<file path="src/rtl/cmd_path_pkg.sv">
package cmd_path_pkg;

  localparam int CMD_W   = 11;
  localparam int STAT_W  = 12;
  localparam int FLAG_W  = STAT_W - 1;

  // command word fields
  localparam int CMD_IDX_LSB = 0;
  localparam int CMD_RESP    = 6;
  localparam int CMD_LONG    = 7;
  localparam int CMD_EN      = 10;

  // status bit positions
  localparam int ST_CRCFAIL  = 0;
  localparam int ST_TIMEOUT  = 2;
  localparam int ST_RESPEND  = 6;
  localparam int ST_SENT     = 7;
  localparam int ST_STARTERR = 9;
  localparam int ST_BUSY     = 11;

  typedef enum logic [1:0] {
    PH_IDLE = 2'd0,
    PH_SEND = 2'd1,
    PH_WAIT = 2'd2,
    PH_DONE = 2'd3
  } phase_t;

  typedef struct packed {
    logic latchCmd;
    logic setSent;
    logic setRespEnd;
    logic setCrcFail;
    logic setTimeout;
    logic setStartErr;
    logic capture;
  } cmdStrobe_t;

endpackage

</file>
<file path="src/rtl/cmd_path_ctrl.sv">
module cmd_path_ctrl
  import cmd_path_pkg::*;
(
  input  logic       clk,
  input  logic       rstN,
  input  logic       cmdWrEn,
  input  logic       cmdEnBit,
  input  logic       waitResp,
  input  logic       cardAck,
  input  logic       respValid,
  input  logic       timeoutTick,
  input  logic       crcOk,
  input  logic       startBitOk,
  output cmdStrobe_t strobe,
  output logic       reqOut,
  output logic       busy
);

  phase_t phase, nextPhase;
  logic   abort;

  assign abort = cmdWrEn && !cmdEnBit;

  always_comb begin
    nextPhase = phase;
    strobe    = '0;
    unique case (phase)
      PH_IDLE: begin
        if (cmdWrEn && cmdEnBit) begin
          nextPhase       = PH_SEND;
          strobe.latchCmd = 1'b1;
        end
      end
      PH_SEND: begin
        if (abort) begin
          nextPhase = PH_IDLE;
        end else if (cardAck) begin
          if (waitResp) begin
            nextPhase = PH_WAIT;
          end else begin
            nextPhase      = PH_DONE;
            strobe.setSent = 1'b1;
          end
        end
      end
      PH_WAIT: begin
        if (abort) begin
          nextPhase = PH_IDLE;
        end else if (respValid) begin
          nextPhase = PH_DONE;
          if (!startBitOk) begin
            strobe.setStartErr = 1'b1;
          end else begin
            strobe.capture    = 1'b1;
            strobe.setRespEnd = crcOk;
            strobe.setCrcFail = !crcOk;
          end
        end else if (timeoutTick) begin
          nextPhase         = PH_DONE;
          strobe.setTimeout = 1'b1;
        end
      end
      PH_DONE: begin
        if (abort) nextPhase = PH_IDLE;
      end
    endcase
  end

  always_ff @(posedge clk or negedge rstN) begin
    if (!rstN) phase <= PH_IDLE;
    else       phase <= nextPhase;
  end

  assign reqOut = (phase == PH_SEND);
  assign busy   = (phase == PH_SEND) || (phase == PH_WAIT);

endmodule

</file>
<file path="src/rtl/cmd_path_data.sv">
module cmd_path_data
  import cmd_path_pkg::*;
#(
  parameter int WORD_W     = 32,
  parameter int RESP_WORDS = 4,
  parameter int IDX_W      = 6,
  localparam int RESP_W    = WORD_W * RESP_WORDS
) (
  input  logic              clk,
  input  logic              rstN,
  input  cmdStrobe_t        strobe,
  input  logic              argWrEn,
  input  logic [WORD_W-1:0] argWrData,
  input  logic [IDX_W-1:0]  cmdIndexIn,
  input  logic              cmdRespIn,
  input  logic              cmdLongIn,
  input  logic              clearEn,
  input  logic [FLAG_W-1:0] clearMask,
  input  logic [IDX_W-1:0]  respIndex,
  input  logic [RESP_W-1:0] respPayload,
  output logic [WORD_W-1:0] argOut,
  output logic [IDX_W-1:0]  indexOut,
  output logic              wantResp,
  output logic              longResp,
  output logic [FLAG_W-1:0] flags,
  output logic [RESP_W-1:0] respRegs,
  output logic [IDX_W-1:0]  respCmd
);

  logic [FLAG_W-1:0] setVec;
  logic [FLAG_W-1:0] clrVec;

  always_ff @(posedge clk or negedge rstN) begin
    if (!rstN) argOut <= '0;
    else if (argWrEn) argOut <= argWrData;
  end

  always_ff @(posedge clk or negedge rstN) begin
    if (!rstN) begin
      indexOut <= '0;
      wantResp <= 1'b0;
      longResp <= 1'b0;
    end else if (strobe.latchCmd) begin
      indexOut <= cmdIndexIn;
      wantResp <= cmdRespIn;
      longResp <= cmdLongIn;
    end
  end

  always_comb begin
    setVec              = '0;
    setVec[ST_CRCFAIL]  = strobe.setCrcFail;
    setVec[ST_TIMEOUT]  = strobe.setTimeout;
    setVec[ST_RESPEND]  = strobe.setRespEnd;
    setVec[ST_SENT]     = strobe.setSent;
    setVec[ST_STARTERR] = strobe.setStartErr;
  end

  assign clrVec = clearEn ? clearMask : '0;

  always_ff @(posedge clk or negedge rstN) begin
    if (!rstN) flags <= '0;
    else       flags <= (flags & ~clrVec) | setVec;
  end

  always_ff @(posedge clk or negedge rstN) begin
    if (!rstN) respCmd <= '0;
    else if (strobe.capture) respCmd <= respIndex;
  end

  for (genvar w = 0; w < RESP_WORDS; w++) begin : gWord
    logic [WORD_W-1:0] word;
    logic              loadW;
    assign loadW = strobe.capture && ((w == 0) || longResp);
    always_ff @(posedge clk or negedge rstN) begin
      if (!rstN)      word <= '0;
      else if (loadW) word <= respPayload[w*WORD_W +: WORD_W];
    end
    assign respRegs[w*WORD_W +: WORD_W] = word;
  end

endmodule

</file>
<file path="src/rtl/cmd_path.sv">
module cmd_path
  import cmd_path_pkg::*;
#(
  parameter int WORD_W     = 32,
  parameter int RESP_WORDS = 4,
  parameter int IDX_W      = 6,
  localparam int RESP_W    = WORD_W * RESP_WORDS
) (
  input  logic              clk,
  input  logic              rstN,
  input  logic              argWrEn,
  input  logic [WORD_W-1:0] argWrData,
  input  logic              cmdWrEn,
  input  logic [CMD_W-1:0]  cmdWrData,
  input  logic              clearEn,
  input  logic [FLAG_W-1:0] clearMask,
  output logic              cardReq,
  input  logic              cardAck,
  output logic [IDX_W-1:0]  cardIndex,
  output logic [WORD_W-1:0] cardArg,
  output logic              cardWantResp,
  output logic              cardLongResp,
  input  logic              respValid,
  input  logic [IDX_W-1:0]  respIndex,
  input  logic [RESP_W-1:0] respPayload,
  input  logic              timeoutTick,
  input  logic              crcOk,
  input  logic              startBitOk,
  output logic [STAT_W-1:0] status,
  output logic [RESP_W-1:0] respRegs,
  output logic [IDX_W-1:0]  respCmd
);

  cmdStrobe_t        strobe;
  logic              busy;
  logic [FLAG_W-1:0] flags;
  logic              unusedCmdBits;

  // hold bits 9:8 carry no behaviour in this path
  assign unusedCmdBits = ^cmdWrData[CMD_EN-1:CMD_LONG+1];

  cmd_path_ctrl uCtrl (
    .clk        (clk),
    .rstN       (rstN),
    .cmdWrEn    (cmdWrEn),
    .cmdEnBit   (cmdWrData[CMD_EN]),
    .waitResp   (cardWantResp),
    .cardAck    (cardAck),
    .respValid  (respValid),
    .timeoutTick(timeoutTick),
    .crcOk      (crcOk),
    .startBitOk (startBitOk),
    .strobe     (strobe),
    .reqOut     (cardReq),
    .busy       (busy)
  );

  cmd_path_data #(
    .WORD_W    (WORD_W),
    .RESP_WORDS(RESP_WORDS),
    .IDX_W     (IDX_W)
  ) uData (
    .clk        (clk),
    .rstN       (rstN),
    .strobe     (strobe),
    .argWrEn    (argWrEn),
    .argWrData  (argWrData),
    .cmdIndexIn (cmdWrData[CMD_IDX_LSB +: IDX_W]),
    .cmdRespIn  (cmdWrData[CMD_RESP]),
    .cmdLongIn  (cmdWrData[CMD_LONG]),
    .clearEn    (clearEn),
    .clearMask  (clearMask),
    .respIndex  (respIndex),
    .respPayload(respPayload),
    .argOut     (cardArg),
    .indexOut   (cardIndex),
    .wantResp   (cardWantResp),
    .longResp   (cardLongResp),
    .flags      (flags),
    .respRegs   (respRegs),
    .respCmd    (respCmd)
  );

  assign status = {busy, flags};

endmodule

</file>
<file path="config.mk">
export PLATFORM = sky130hd
export DESIGN_NAME = cmd_path
export DESIGN_NICKNAME = d
export VERILOG_FILES = /design/src/rtl/cmd_path_pkg.sv /design/src/rtl/cmd_path_ctrl.sv /design/src/rtl/cmd_path_data.sv /design/src/rtl/cmd_path.sv
export SDC_FILE = /design/constraint.sdc
export NUM_CORES = 1
export LEC_CHECK = 0
export BUFFER_PORTS_ARGS = -buffer_cell sky130_fd_sc_hd__buf_2
export CORE_AREA = 2 2 151 153
export DETAILED_ROUTE_END_ITERATION = 12
export DIE_AREA = 0 0 153 155
export PLACE_DENSITY = 0.71
export SETUP_SLACK_MARGIN = 0.05
export SLEW_MARGIN = 25
export SYNTH_ARGS = -nofsm -noshare
export SYNTH_HDL_FRONTEND = slang
export SYNTH_SLANG_ARGS = --single-unit
</file>
<file path="constraint.sdc">
create_clock -name clk -period 2.6 [get_ports clk]
set_clock_uncertainty 0.05 [all_clocks]
set_input_delay 0.13 -clock clk [delete_from_list [all_inputs] [get_ports clk]]
set_output_delay 0.13 -clock clk [all_outputs]
set_load 0.1 [all_outputs]
</file>
== Word level (Yosys, flattened, before mapping) ==
Index checks and enable logic that the tools add are counted.

* Mux-type cells: 25
* Shift-type cells: 0
* Divide/modulo/power cells: 0
* Magnitude comparators: 0
* Reduce and logical (&&, ||, !) cells: 8
* Add/subtract/negate cells: 0
* Multipliers: 0
* Equality and inequality tests: 7
* Bitwise operators: 3

{| class="wikitable"
|+ Operators with widths
! kind !! number
|-
| $mux W2 || 10
|-
| $and A11 B11 Y11 || 1
|-
| $mux W1 || 11
|-
| $mux W11 || 1
|-
| $not A11 Y11 || 1
|-
| $or A11 B10 Y11 || 1
|-
| $mux W5 || 2
|-
| $pmux W2 S4 || 1
|-
| $eq A2 B2 Y1 const B || 2
|-
| $ne A2 B1 Y1 const B || 2
|-
| $ne A4 B3 Y1 const B || 1
|-
| $reduce_and A4 Y1 || 1
|-
| $logic_and A1 B1 Y1 || 3
|-
| $ne A3 B1 Y1 const B || 1
|-
| $eq A2 B1 Y1 const B || 1
|-
| $logic_not A1 Y1 || 2
|-
| $logic_not A2 Y1 || 1
|-
| $logic_or A1 B1 Y1 || 1
|}

* Memories kept: 0
* Logic and storage cells: 54
* Input port bits: 198
* Register bits after elaboration: 187
* RAM bits: 0
* Bits in latches: 0
* Memory bits (read-only): 0

== Depth between registers and ports, before layout ==
Gate-level depths: netlist of run 1.

* Word-level depth: 6
* Depth in mapped cells: 8
* Mapped depth without buffers: 6

== By module ==
Synthesis of run 1 repeated with hierarchy kept, for this count alone.

* Cells, all modules: 430
* Area, all modules: 7,109.3 µm²

{| class="wikitable"
|+ By module, submodules not included
! module !! cells an instance !! area each (µm²) !! sequential area each (µm²) !! instances
|-
| cmd_path_data || 396 || 6,817.8 || 4,629.4 || 1
|-
| cmd_path_ctrl || 33 || 284.0 || 50.0 || 1
|-
| cmd_path || 1 || 7.5 || 0.0 || 1
|}

== Worst setup path before layout of run 1 ==
OpenSTA, ideal clock, no wires.

* Path kind: register to register
* From: register uCtrl.phase[1]
* To: register uCtrl.phase[0]
* Period minus slack after synthesis: 2.071 ns
* Arrival: 1.942 ns
* Buffers on the path: 0
* Setup slack: 0.529 ns
* Stages on the path, launching flop included: 6
* Cells stage by stage: dfrtp_1 > inv_1 > ha_1 > a221oi_1 > o32ai_1 > mux2i_1

* Word-level cells in the longest chain between the ends: 3

{| class="wikitable"
|+ Ends and longest elaborated chain
! what !! RTL line !! source
|-
| start: declaration || cmd_path_ctrl.sv:19 || <nowiki>phase_t phase, nextPhase;</nowiki>
|-
| start signal: assignment || cmd_path_ctrl.sv:71 || <nowiki>else phase <= nextPhase;</nowiki>
|-
| $eq A2 B1 Y1 (*) || n/a ||
|-
| net cardReq || cmd_path.sv:17 || <nowiki>output logic cardReq,</nowiki>
|-
| $ne A3 B1 Y1 (no source line) || n/a ||
|-
| $reduce_and A4 Y1 (no source line) || n/a ||
|}

The timed path passes the listed nets; every way through them passes the cells marked *.
A chain may end at the register's enable or synchronous reset.

== Worst setup path in the final report of run 1 ==
* From: register uCtrl.phase[0]
* To: register uData.gWord[3].word[31]

* Word-level cells in the longest chain between the ends: 3

{| class="wikitable"
|+ Ends and longest elaborated chain
! what !! RTL line !! source
|-
| $eq A2 B2 Y1 || cmd_path_ctrl.sv:27 || <nowiki>unique case (phase)</nowiki>
|-
| $mux W5 || cmd_path_ctrl.sv:27 ||
|-
| $logic_and A1 B1 Y1 || cmd_path_data.sv:74 || <nowiki>assign loadW = strobe.capture && ((w == 0) || longResp);</nowiki>
|-
| end signal: assignment || cmd_path_data.sv:77 || <nowiki>else if (loadW) word <= respPayload[w*WORD_W +: WORD_W];</nowiki>
|-
| end: declaration || cmd_path_data.sv:72 || <nowiki>logic [WORD_W-1:0] word;</nowiki>
|}

Every way passes these cells.

==> results of run 1 <==
-- per-stage QoR --
stage	hold WS (ns)	cells	utilization (%)	power, W
final	0.02918	1386	53.90	0.01501
after global routing	0.03972	1385	53.89	0.01550
after CTS	0.008118	1384	53.88	0.01502
after detailed placement	0.1371	1161	42.75	0.01224
after global placement	0.1347	1161	42.75	0.01215
after floorplan	-0.2156	509	-	0.01087
-- worst max-delay path, stage by stage, from the launching register on --
cell and delay [ns]:
dfrtp_1 0.37, inv_1 0.08, ha_1 0.26, and4_1 0.25, nand2_4 0.26, buf_4 0.31
mux2_2 0.36
-- cells by family (layout without fill, tap and decap cells) --
family,count (synthesis),after routing
other cells,0,2
compound gates,15,15
flops,187,187
simple gates,136,136
fa+ha+maj,4,4
buf+inv,29,619
mux,138,138
-- cell type report --
| cell class | instances | area share [%] |
|---|---|---|
| clock inverter | 14 | 1.107 |
| timing repair buffer | 584 | 33.07 |
| multi-input combinational | 293 | 20.07 |
| sequential | 187 | 39.06 |
| inverter | 3 | 0.09398 |
| tap | 285 | 2.976 |
| antenna | 2 | 0.04177 |
| clock buffer | 18 | 3.582 |
-- layer usage --
metal / vias up / track usage, % / share of wire (%)
li1: 2857 / - / -
met1: 3045 / 20.82 / 38
met2: 270 / 34.14 / 53
met3: 78 / 4.401 / 4.8
met4: 0 / 10.23 / 4.7
met5: - / 0 / 0
-- worst max path at each step --
stage                                from                                   to  cells after the start
2_1_floorplan  uCtrl.phase[1]$_DFFE_PN0P_           uCtrl.phase[0]$_DFFE_PN0P_                      5
3_3_place_gp   uCtrl.phase[0]$_DFFE_PN0P_  uData.gWord[3].word[11]$_DFFE_PN0P_                      6
3_5_place_dp   uCtrl.phase[0]$_DFFE_PN0P_  uData.gWord[3].word[10]$_DFFE_PN0P_                      6
4_1_cts        uCtrl.phase[0]$_DFFE_PN0P_  uData.gWord[3].word[10]$_DFFE_PN0P_                      6
5_1_grt        uCtrl.phase[0]$_DFFE_PN0P_             uData.flags[0]$_DFF_PN0_                      6
6_report       uCtrl.phase[0]$_DFFE_PN0P_  uData.gWord[3].word[31]$_DFFE_PN0P_                      6
-- cell usage after synthesis --
master	instances	share of area, %
mux2i_1	1	0.14
a22o_1	2	0.24
nand2b_1	1	0.086
buf_6	5	0.78
a221oi_1	1	0.12
nand2_2	1	0.086
o21a_1	1	0.10
nand4_1	1	0.086
a21boi_0	6	0.62
nor2_1	4	0.21
buf_1	4	0.21
o21ai_0	2	0.14
clkbuf_1	8	0.41
o2bb2ai_1	1	0.12
and4_1	1	0.12
nor2b_1	1	0.086
mux2_4	40	8.3
nor3_1	1	0.069
ha_1	4	0.69
dfrtp_1	187	65
inv_1	3	0.16
a32o_1	1	0.14
nand2_1	123	6.4
buf_4	2	0.21
mux2_2	97	15
o32ai_1	1	0.12
buf_2	7	0.48
nand3_1	3	0.21
-- registers in the layout, indices dropped and copies added (netlist names) --
signal,cells
uData.gWord.word,128
uData.argOut,32
uData.flags,11
uData.indexOut,6
uData.respCmd,6
uCtrl.phase,2
uData.longResp,1
uData.wantResp,1
-- where the power goes --
group / internal (W) / switching, W
registers: 0.00368 / 0.000441
clock network: 0.00127 / 0.00124
logic: 0.00149 / 0.00689
total: 0.00644 / 0.00857
-- timing repair --
item                                   CTS  global route
endpoints found under the hold margin  248             0
buffers inserted                         0             0
hold buffers                           191             0
==> summary.md, run 1 <==
| Metric | Value |
|---|---|
| Outcome | `finished clean` |
| Slew HR | `51.73%` |
| Starting DRT DRC Count | `332` |
| Post-Synthesis Cells | `509` |
| CTS clk-pin slew, worst paths | `0.07 ns` |
| Vias in the first global route | `6810` |
| Nets | `1288` |
| Crit start category | `flip-flop` |
| Final Hold Viols | `0` |
| Worst r2r dst | `uData.gWord[3].word[31]$_DFFE_PN0P_` |
| Final setup violating endpoints | `0` |
| Multi-input gate area | `2405 sq um` |
| Ys Warns | `0` |
| Most frequent cells in the layout | `buf_2 (381), dlygate4sd3_1 (191), dfrtp_1 (187)` |
| Netlist cell types | `28` |
| Final Cycle Share | `79.57%` |
| WP data required | `2.86 ns` |
| I/O Buffers | `382` |
| Clock Latency Late Sink | `0.42 ns` |
| Post-synthesis compound-gate area fraction | `1.607%` |
| Cell area power density | `1253 nW/um^2` |
| Post-CTS Resized | `0` |
| Routability congestion estimate | `0.7961` |
| Area after DPL | `9503 sq um` |
| Hold Crit Class | `input pin to flip-flop` |
| DP Worst Slack | `0.5242 ns` |
| Initial antenna violation count | `1` |
| H-tree levels | `4` |
| Cell row count | `55` |
| Largest net degree at the start of global routing | `66` |
| XOR/XNOR share of the synthesized area | `0%` |
| Final worst slack | `0.5311 ns` |
| Wire length per cell | `16.60 um` |
| Pleak | `6.565 nW` |
| CTS root buf | `clkbuf_16` |
| Max Slew Vio Count | `0` |
| Die Wd | `153 um` |
| Die area | `23720 sq um` |
| Main combinational cell family by area after synthesis | `multiplexers` |
| DPL Wire Length | `14070 um` |
| Syn avg cell area | `14.23 sq um` |
| Synth Area in Adders | `0.6911%` |
| Critical path capture point type | `flip-flop` |
| Layout cell share with drive strength beyond 1 | `51.14%` |
| Grt total ovfl | `0` |
| Least-Margin Pin Slew | `0.7240 ns` |
| Num CTS Buffers | `17` |
| Hold path endpoint | `uData.flags[8]$_DFF_PN0_` |
| Post-synthesis mux area share | `23.51%` |
| Max FO, Critical Path | `14` |
| Die Span Y | `155 um` |
| Simple-gate share of the synthesized area | `7.326%` |
| CTS tree | `yes` |
| Seq/Total Area, Yosys | `64.62%` |
| Fillers | `1831` |
| Total Routing Usage GR | `18.97%` |
| R2R Setup Slk | `0.53 ns` |
| Final Critical Period | `2.069 ns` |
| Setup TNS | `0 ns` |
| Max cap viols | `0` |
| Number of synthesized register bits | `187` |
| WP data arrival | `2.32 ns` |
| Boundary Pins | `385` |
| CP Class | `flip-flop to flip-flop` |
| Mapped Area | `7242 sq um` |
| Max VDD drop | `1.057 mV` |
| Core footprint | `22230 sq um` |
| Initial Util | `32.58%` |
| Hold Startpoint | `clearEn` |
| DRT antenna net count | `0` |
| DR vias/cell | `4.509` |
| R2R Path Start | `uCtrl.phase[0]$_DFFE_PN0P_` |
| Reg area | `4679 sq um` |
| Pre-Repair DR Iteration Count | `4` |
| CTS max path bufs | `2` |
| Area grow syn2layout | `65.45%` |
| Worst reg-to-reg path cell count | `6` |
| DRC violation count after routing | `0` |
| Unrepaired setup endpoints after global routing | `no` |
| Detailed Route WL | `23000 um` |
| Hold path cells | `2` |
| Most common cell after layout, fill and taps aside | `buf_2` |
| Final Cell Area | `11980 sq um` |
| Vias post-DR | `6250` |
| F_max | `483.4 MHz` |
| First-pass GRT wire length | `35700 um` |
| Syn_nets | `711` |
| Clk sinks | `187` |
No activity file was read; power rests on OpenSTA's default activity.
==> inputs of run 2 (changes only) <==
==> constraint.sdc (replaced) <==
create_clock -name clk -period 2.05 [get_ports clk]
set_clock_uncertainty 0.05 [all_clocks]
set_input_delay 0.1025 -clock clk [delete_from_list [all_inputs] [get_ports clk]]
set_output_delay 0.1025 -clock clk [all_outputs]
set_load 0.1 [all_outputs]
==> run 2 against run 1 <==
Against the previous run: critical endpoint is now uData.flags[2]$_DFF_PN0_; maximum frequency rose by 8.1%; register-to-register slack got worse by 0.39 ns; sequential power rose by 26%.
==> summary.md, run 2 (same netlist as run 1, synthesis figures left out) <==
| Metric | Value |
|---|---|
| DPL Wire Length | `14190 um (+0.90%)` |
| Clk sinks | `187 (unchanged)` |
| DRT antenna net count | `0 (unchanged)` |
| First-pass GRT wire length | `35050 um (-1.8%)` |
| Grt total ovfl | `0 (unchanged)` |
| Setup TNS | `0 ns (unchanged)` |
| Num CTS Buffers | `17 (unchanged)` |
| DP Worst Slack | `0.1433 ns (-0.3809 ns)` |
| Pleak | `6.647 nW (+1.2%)` |
| Boundary Pins | `385 (unchanged)` |
| CTS clk-pin slew, worst paths | `0.08 ns (about the same)` |
| R2R Path Start | `uCtrl.phase[0]$_DFFE_PN0P_` |
| Die Span Y | `155 um (unchanged)` |
| Hold Startpoint | `clearEn` |
| Cell area power density | `1582 nW/um^2 (+26%)` |
| Max FO, Critical Path | `5 (-9)` |
| Vias in the first global route | `6936 (+1.9%)` |
| Starting DRT DRC Count | `333 (+0.30%)` |
| Nets | `1300 (+0.93%)` |
| Slew HR | `52.32% (+0.58 points)` |
| I/O Buffers | `382 (unchanged)` |
| CTS root buf | `clkbuf_16` |
| Top Registers | `uData.gWord.word: 128 flops, uData.argOut: 32 flops, uData.flags: 11 flops` |
| Outcome | `finished clean` |
| Initial antenna violation count | `1 (unchanged)` |
| Unrepaired setup endpoints after global routing | `no` |
| Worst r2r dst | `uData.flags[2]$_DFF_PN0_` |
| WP data required | `2.29 ns (-0.57 ns)` |
| Cell row count | `55 (unchanged)` |
| Largest net degree at the start of global routing | `60 (-9.1%)` |
| Final Cycle Share | `93.33% (+14 points)` |
| WP data arrival | `2.16 ns (-0.16 ns)` |
| Final Critical Period | `1.913 ns (-0.1557 ns)` |
| Max Slew Vio Count | `0 (unchanged)` |
| Max cap viols | `0 (unchanged)` |
| F_max | `522.7 MHz (+8.1%)` |
| Largest register by flop count | `uData.gWord.word` |
| DR vias/cell | `4.472 (-0.83%)` |
| Max reg flops | `128 (unchanged)` |
| Crit start category | `flip-flop` |
| Core footprint | `22230 sq um (unchanged)` |
| Pre-Repair DR Iteration Count | `4 (unchanged)` |
| CTS tree | `yes` |
| DRC violation count after routing | `0 (unchanged)` |
| Critical path capture point type | `flip-flop` |
| Final setup violating endpoints | `0 (unchanged)` |
| CTS max path bufs | `2 (unchanged)` |
| Detailed Route WL | `21980 um (-4.4%)` |
| Clock Latency Late Sink | `0.42 ns (about the same)` |
| Post-CTS Resized | `0 (unchanged)` |
| Hold path endpoint | `uData.flags[3]$_DFF_PN0_` |
| Vias post-DR | `6243 (-0.11%)` |
| CP Class | `flip-flop to flip-flop` |
| Die Wd | `153 um (unchanged)` |
| Hold Crit Class | `input pin to flip-flop` |
| H-tree levels | `4 (unchanged)` |
| Hold path cells | `2 (unchanged)` |
| Final worst slack | `0.1368 ns (-0.3943 ns)` |
| Routability congestion estimate | `0.8006 (+0.57%)` |
| Final Hold Viols | `0 (unchanged)` |
| Most common cell after layout, fill and taps aside | `buf_2` |
| Layout cell share with drive strength beyond 1 | `51.35% (+0.21 points)` |
| Worst reg-to-reg path cell count | `7 (+1)` |
| Most frequent cells in the layout | `buf_2 (381), dlygate4sd3_1 (196), dfrtp_1 (187)` |
| R2R Setup Slk | `0.14 ns (-0.39 ns)` |
| Least-Margin Pin Slew | `0.7153 ns (-0.008736 ns)` |
| Die area | `23720 sq um (unchanged)` |
| Initial Util | `32.58% (unchanged)` |
| Wire length per cell | `15.74 um (-5.1%)` |
| Area grow syn2layout | `67.16%` |
| Total Routing Usage GR | `18.34% (-0.63 points)` |
| Max VDD drop | `1.306 mV (+24%)` |
## run 2: report_power, final
| part | leakage [nW] | internal (W) | switching [W] |
|---|---|---|---|
| Clock | 0.289 | 0.00177 | 0.00154 |
| Combinational | 3.93 | 0.00192 | 0.00872 |
| Sequential | 2.43 | 0.00467 | 0.000535 |
| Total | 6.65 | 0.00836 | 0.0108 |
## run 2: repair_timing
item                       in CTS  in global routing
buffers inserted                0                  2
hold endpoints to repair      231                  0
setup endpoints to repair       0                  3
hold buffers                  196                  0
## run 2: critical path: stages (launching register included)
cell and delay (ns):
dfrtp_1 0.37, inv_1 0.08, ha_1 0.21, buf_4 0.15, nand2_1 0.10, nor2_1 0.06, a22o_1 0.22, dlygate4sd3_1 0.55
## run 2: area by class of cell
class | count | area (sq um)
antenna | 1 | 2.502
sequential | 187 | 4679
timing repair buffer | 596 | 4053
tap | 285 | 356.6
multi-input combinational | 293 | 2407
clock buffer | 18 | 439.2
clock inverter | 13 | 156.4
fill | 1775 | 10120
inverter | 3 | 11.26
## run 2: stage by stage
step	util [%]	hold slack, ns	instances	area, sq um	power (W)
after detailed placement	42.88	0.04394	1166	9530	0.01552
final	54.46	0.007865	1396	12110	0.01915
after CTS	54.38	0.0006649	1393	12090	0.01921
after floorplan	-	-0.2431	509	7244	0.01379
after global routing	54.46	0.01870	1396	12110	0.01984
after global placement	42.88	0.04850	1166	9530	0.01542
## run 2: worst max-delay path by stage
stage,cells after the start,endpoint,from,slack (ns)
after floorplan,4,uData.gWord[1].word[0]$_DFFE_PN0P_,uData.longResp$_DFFE_PN0P_,0.14
after global placement,6,uData.gWord[2].word[15]$_DFFE_PN0P_,uCtrl.phase[0]$_DFFE_PN0P_,0.19
after detailed placement,6,uData.gWord[2].word[22]$_DFFE_PN0P_,uCtrl.phase[0]$_DFFE_PN0P_,0.14
after CTS,7,uData.flags[2]$_DFF_PN0_,uCtrl.phase[0]$_DFFE_PN0P_,0.12
after global routing,7,uData.flags[2]$_DFF_PN0_,uCtrl.phase[0]$_DFFE_PN0P_,0.06
final,7,uData.flags[2]$_DFF_PN0_,uCtrl.phase[0]$_DFFE_PN0P_,0.14
## run 2: routing by layer
metal / part of all wire (%) / vias up / global-route usage, %
li1: - / 2883 / -
met1: 38 / 3052 / 20.20
met2: 53 / 258 / 33.72
met3: 5.6 / 50 / 4.596
met4: 3.5 / 0 / 7.716
met5: 0 / - / 0
==> inputs of run 3 (changes only) <==
--- a/config.mk
+++ b/config.mk
@@ -6,10 +6,10 @@
 export NUM_CORES = 1
 export LEC_CHECK = 0
 export BUFFER_PORTS_ARGS = -buffer_cell sky130_fd_sc_hd__buf_2
-export CORE_AREA = 2 2 151 153
+export CORE_AREA = 5 5 145 147
 export DETAILED_ROUTE_END_ITERATION = 12
-export DIE_AREA = 0 0 153 155
-export PLACE_DENSITY = 0.71
+export DIE_AREA = 0 0 150 152
+export PLACE_DENSITY_LB_ADDON = 0.15
 export SETUP_SLACK_MARGIN = 0.05
 export SLEW_MARGIN = 25
 export SYNTH_ARGS = -nofsm -noshare
==> constraint.sdc (replaced) <==
create_clock -name clk -period 1.8 [get_ports clk]
set_clock_uncertainty 0.05 [all_clocks]
set_input_delay 0.09 -clock clk [delete_from_list [all_inputs] [get_ports clk]]
set_output_delay 0.09 -clock clk [all_outputs]
set_load 0.1 [all_outputs]
==> run 3 against run 2 <==
Against the previous run: die area decreased by 3.9%; combinational power up 16%; power grew 14%; clock power increased by 8.5%; cell area increased by 1.1%; via count is 0.69% lower; non-clock buffer count grew 9; first-iteration DRC count decreased by 46%; sequential share of layout area down 0.42 points; critical path depth is 2 lower; utilization is 7.4 points higher; hold slack gained 0.13 ns.
==> summary.md, run 3 (same netlist as run 1, synthesis figures left out) <==
| Metric | Value |
|---|---|
| Crit start category | `flip-flop` |
| R2R Path Start | `uCtrl.phase[1]$_DFFE_PN0P_` |
| Final worst slack | `0.1095 ns (-0.02738 ns)` |
| Cell row count | `52 (-5.5%)` |
| Max reg flops | `128 (unchanged)` |
| Initial Util | `36.61% (+4.0 points)` |
| WP data required | `2.05 ns (-0.24 ns)` |
| Detailed Route WL | `22950 um (+4.4%)` |
| CTS max path bufs | `2 (unchanged)` |
| Outcome | `finished clean` |
| Boundary Pins | `385 (unchanged)` |
| Clock Latency Late Sink | `0.42 ns (about the same)` |
| CP Class | `flip-flop to flip-flop` |
| Num CTS Buffers | `17 (unchanged)` |
| Final Cycle Share | `93.92% (+0.59 points)` |
| N_diodes | `0 (-1)` |
| Cell area power density | `1776 nW/um^2 (+12%)` |
| Pre-Repair DR Iteration Count | `4 (unchanged)` |
| Final Critical Period | `1.691 ns (-0.2226 ns)` |
| First-pass GRT wire length | `36510 um (+4.2%)` |
| CTS tree | `yes` |
| Final Hold Slack | `0.1377 ns (+0.1299 ns)` |
| Vias post-DR | `6200 (-0.69%)` |
| CTS root buf | `clkbuf_16` |
| Starting DRT DRC Count | `180 (-46%)` |
| Layout cell share with drive strength beyond 1 | `51.52% (+0.17 points)` |
| Max FO, Critical Path | `20 (+15)` |
| Final setup violating endpoints | `0 (unchanged)` |
| DPL Wire Length | `15600 um (+9.9%)` |
| Critical path capture point type | `flip-flop` |
| WP data arrival | `1.94 ns (-0.22 ns)` |
| I/O Buffers | `382 (unchanged)` |
| Setup TNS | `0 ns (unchanged)` |
| Least-Margin Pin Slew | `0.5236 ns (-0.1917 ns)` |
| Slew HR | `65.33% (+13 points)` |
| DR vias/cell | `4.460 (-0.26%)` |
| Max cap viols | `0 (unchanged)` |
| Die Span Y | `152 um (-1.9%)` |
| Most common cell after layout, fill and taps aside | `buf_2` |
| Most frequent cells in the layout | `buf_2 (379), dlygate4sd3_1 (201), dfrtp_1 (186)` |
| Hold Crit Class | `input pin to asynchronous set/reset pin` |
| Die area | `22800 sq um (-3.9%)` |
| Grt total ovfl | `0 (unchanged)` |
| Core footprint | `19780 sq um (-11%)` |
| F_max | `591.5 MHz (+13%)` |
| Max Slew Vio Count | `0 (unchanged)` |
| Initial antenna violation count | `0 (-1)` |
| Max VDD drop | `1.538 mV (+18%)` |
| Die Wd | `150 um (-2.0%)` |
| Nets | `1309 (+0.69%)` |
| Final Hold Viols | `0 (unchanged)` |
| DRC violation count after routing | `0 (unchanged)` |
| H-tree levels | `4 (unchanged)` |
| Pleak | `6.675 nW (+0.43%)` |
| Routability congestion estimate | `0.7829 (-2.2%)` |
| Wire length per cell | `16.51 um (+4.9%)` |
| Vias in the first global route | `6948 (+0.17%)` |
| Total Routing Usage GR | `20.15% (+1.8 points)` |
| Area grow syn2layout | `69.06%` |
| Unrepaired setup endpoints after global routing | `no` |
| DRT antenna net count | `0 (unchanged)` |
| Fillers | `1627 (-8.3%)` |
| Worst setup path start | `uCtrl.phase[1]$_DFFE_PN0P_` |
| Largest register by flop count | `uData.gWord.word` |
| CTS clk-pin slew, worst paths | `0.07 ns (about the same)` |
| Clk sinks | `187 (unchanged)` |
| Largest net degree at the start of global routing | `49 (-18%)` |
| DP Worst Slack | `0.01437 ns (-0.1289 ns)` |
| Top Registers | `uData.gWord.word: 128 flops, uData.argOut: 32 flops, uData.flags: 11 flops` |
## run 3: final timing paths
| path | end | slack [ns] | depth (start not counted) |
|---|---|---|---|
| hold reg to reg | uData.gWord[0].word[20]$_DFFE_PN0P_ | 0.42 | 2 |
| hold / removal | uData.gWord[3].word[26]$_DFFE_PN0P_ | 0.14 | 2 |
| setup / recovery | uData.gWord[2].word[2]$_DFFE_PN0P_ | 0.11 | 5 |
| min in group clk | uCtrl.phase[1]$_DFFE_PN0P_ | 0.14 | 5 |
| max in group asynchronous | uData.argOut[13]$_DFFE_PN0P_ | 0.95 | 3 |
| setup reg to reg | uData.gWord[2].word[2]$_DFFE_PN0P_ | 0.11 | 5 |
## run 3: metal layers
layer	GRT usage [%]	part of all wire, %
met5	0	0
met4	9.107	3.3
met3	6.196	7.8
met2	35.82	52
met1	21.81	37
## run 3: final cells by class
| type | count | area (sq um) | area share (%) |
|---|---|---|---|
| Sequential cell | 187 | 4681 | 38.23 |
| Timing Repair Buffer | 605 | 4228 | 34.53 |
| Multi-Input combinational cell | 293 | 2430 | 19.85 |
| Clock buffer | 20 | 446.7 | 3.648 |
| Tap cell | 270 | 337.8 | 2.759 |
| Clock inverter | 12 | 108.9 | 0.8891 |
| Inverter | 3 | 11.26 | 0.09198 |
## run 3: timing repair
action | 4_1_cts | 5_1_grt
hold buffers | 201 | 0
endpoints found under the setup margin | 36 | 48
pin swaps | 1 | 1
endpoints found under the hold margin | 360 | 0
gates resized for setup | 5 | 3
setup buffers | 1 | 0
## run 3: report_power, final
| part | internal, W | leakage, nW | switching (W) |
|---|---|---|---|
| registers | 0.00532 | 2.43 | 0.000587 |
| clock network | 0.00186 | 0.257 | 0.00172 |
| logic | 0.00224 | 3.99 | 0.0100 |
| total | 0.00942 | 6.68 | 0.0123 |
## run 3: metrics by stage
step	cell area (sq um)	power, W	util, %	std cells
global route	12240	0.02253	61.90	1390
floorplan	7273	0.01573	-	509
finish	12240	0.02174	61.90	1390
CTS	12230	0.02183	61.83	1390
global placement	9638	0.01775	48.73	1156
detailed placement	9638	0.01782	48.73	1156
## run 3: critical path: stages, from the launching register on
cell and delay, ns:
dfrtp_1 0.42, ha_4 0.18, and4_2 0.22, nand2_8 0.13, buf_12 0.20, mux2_2 0.36
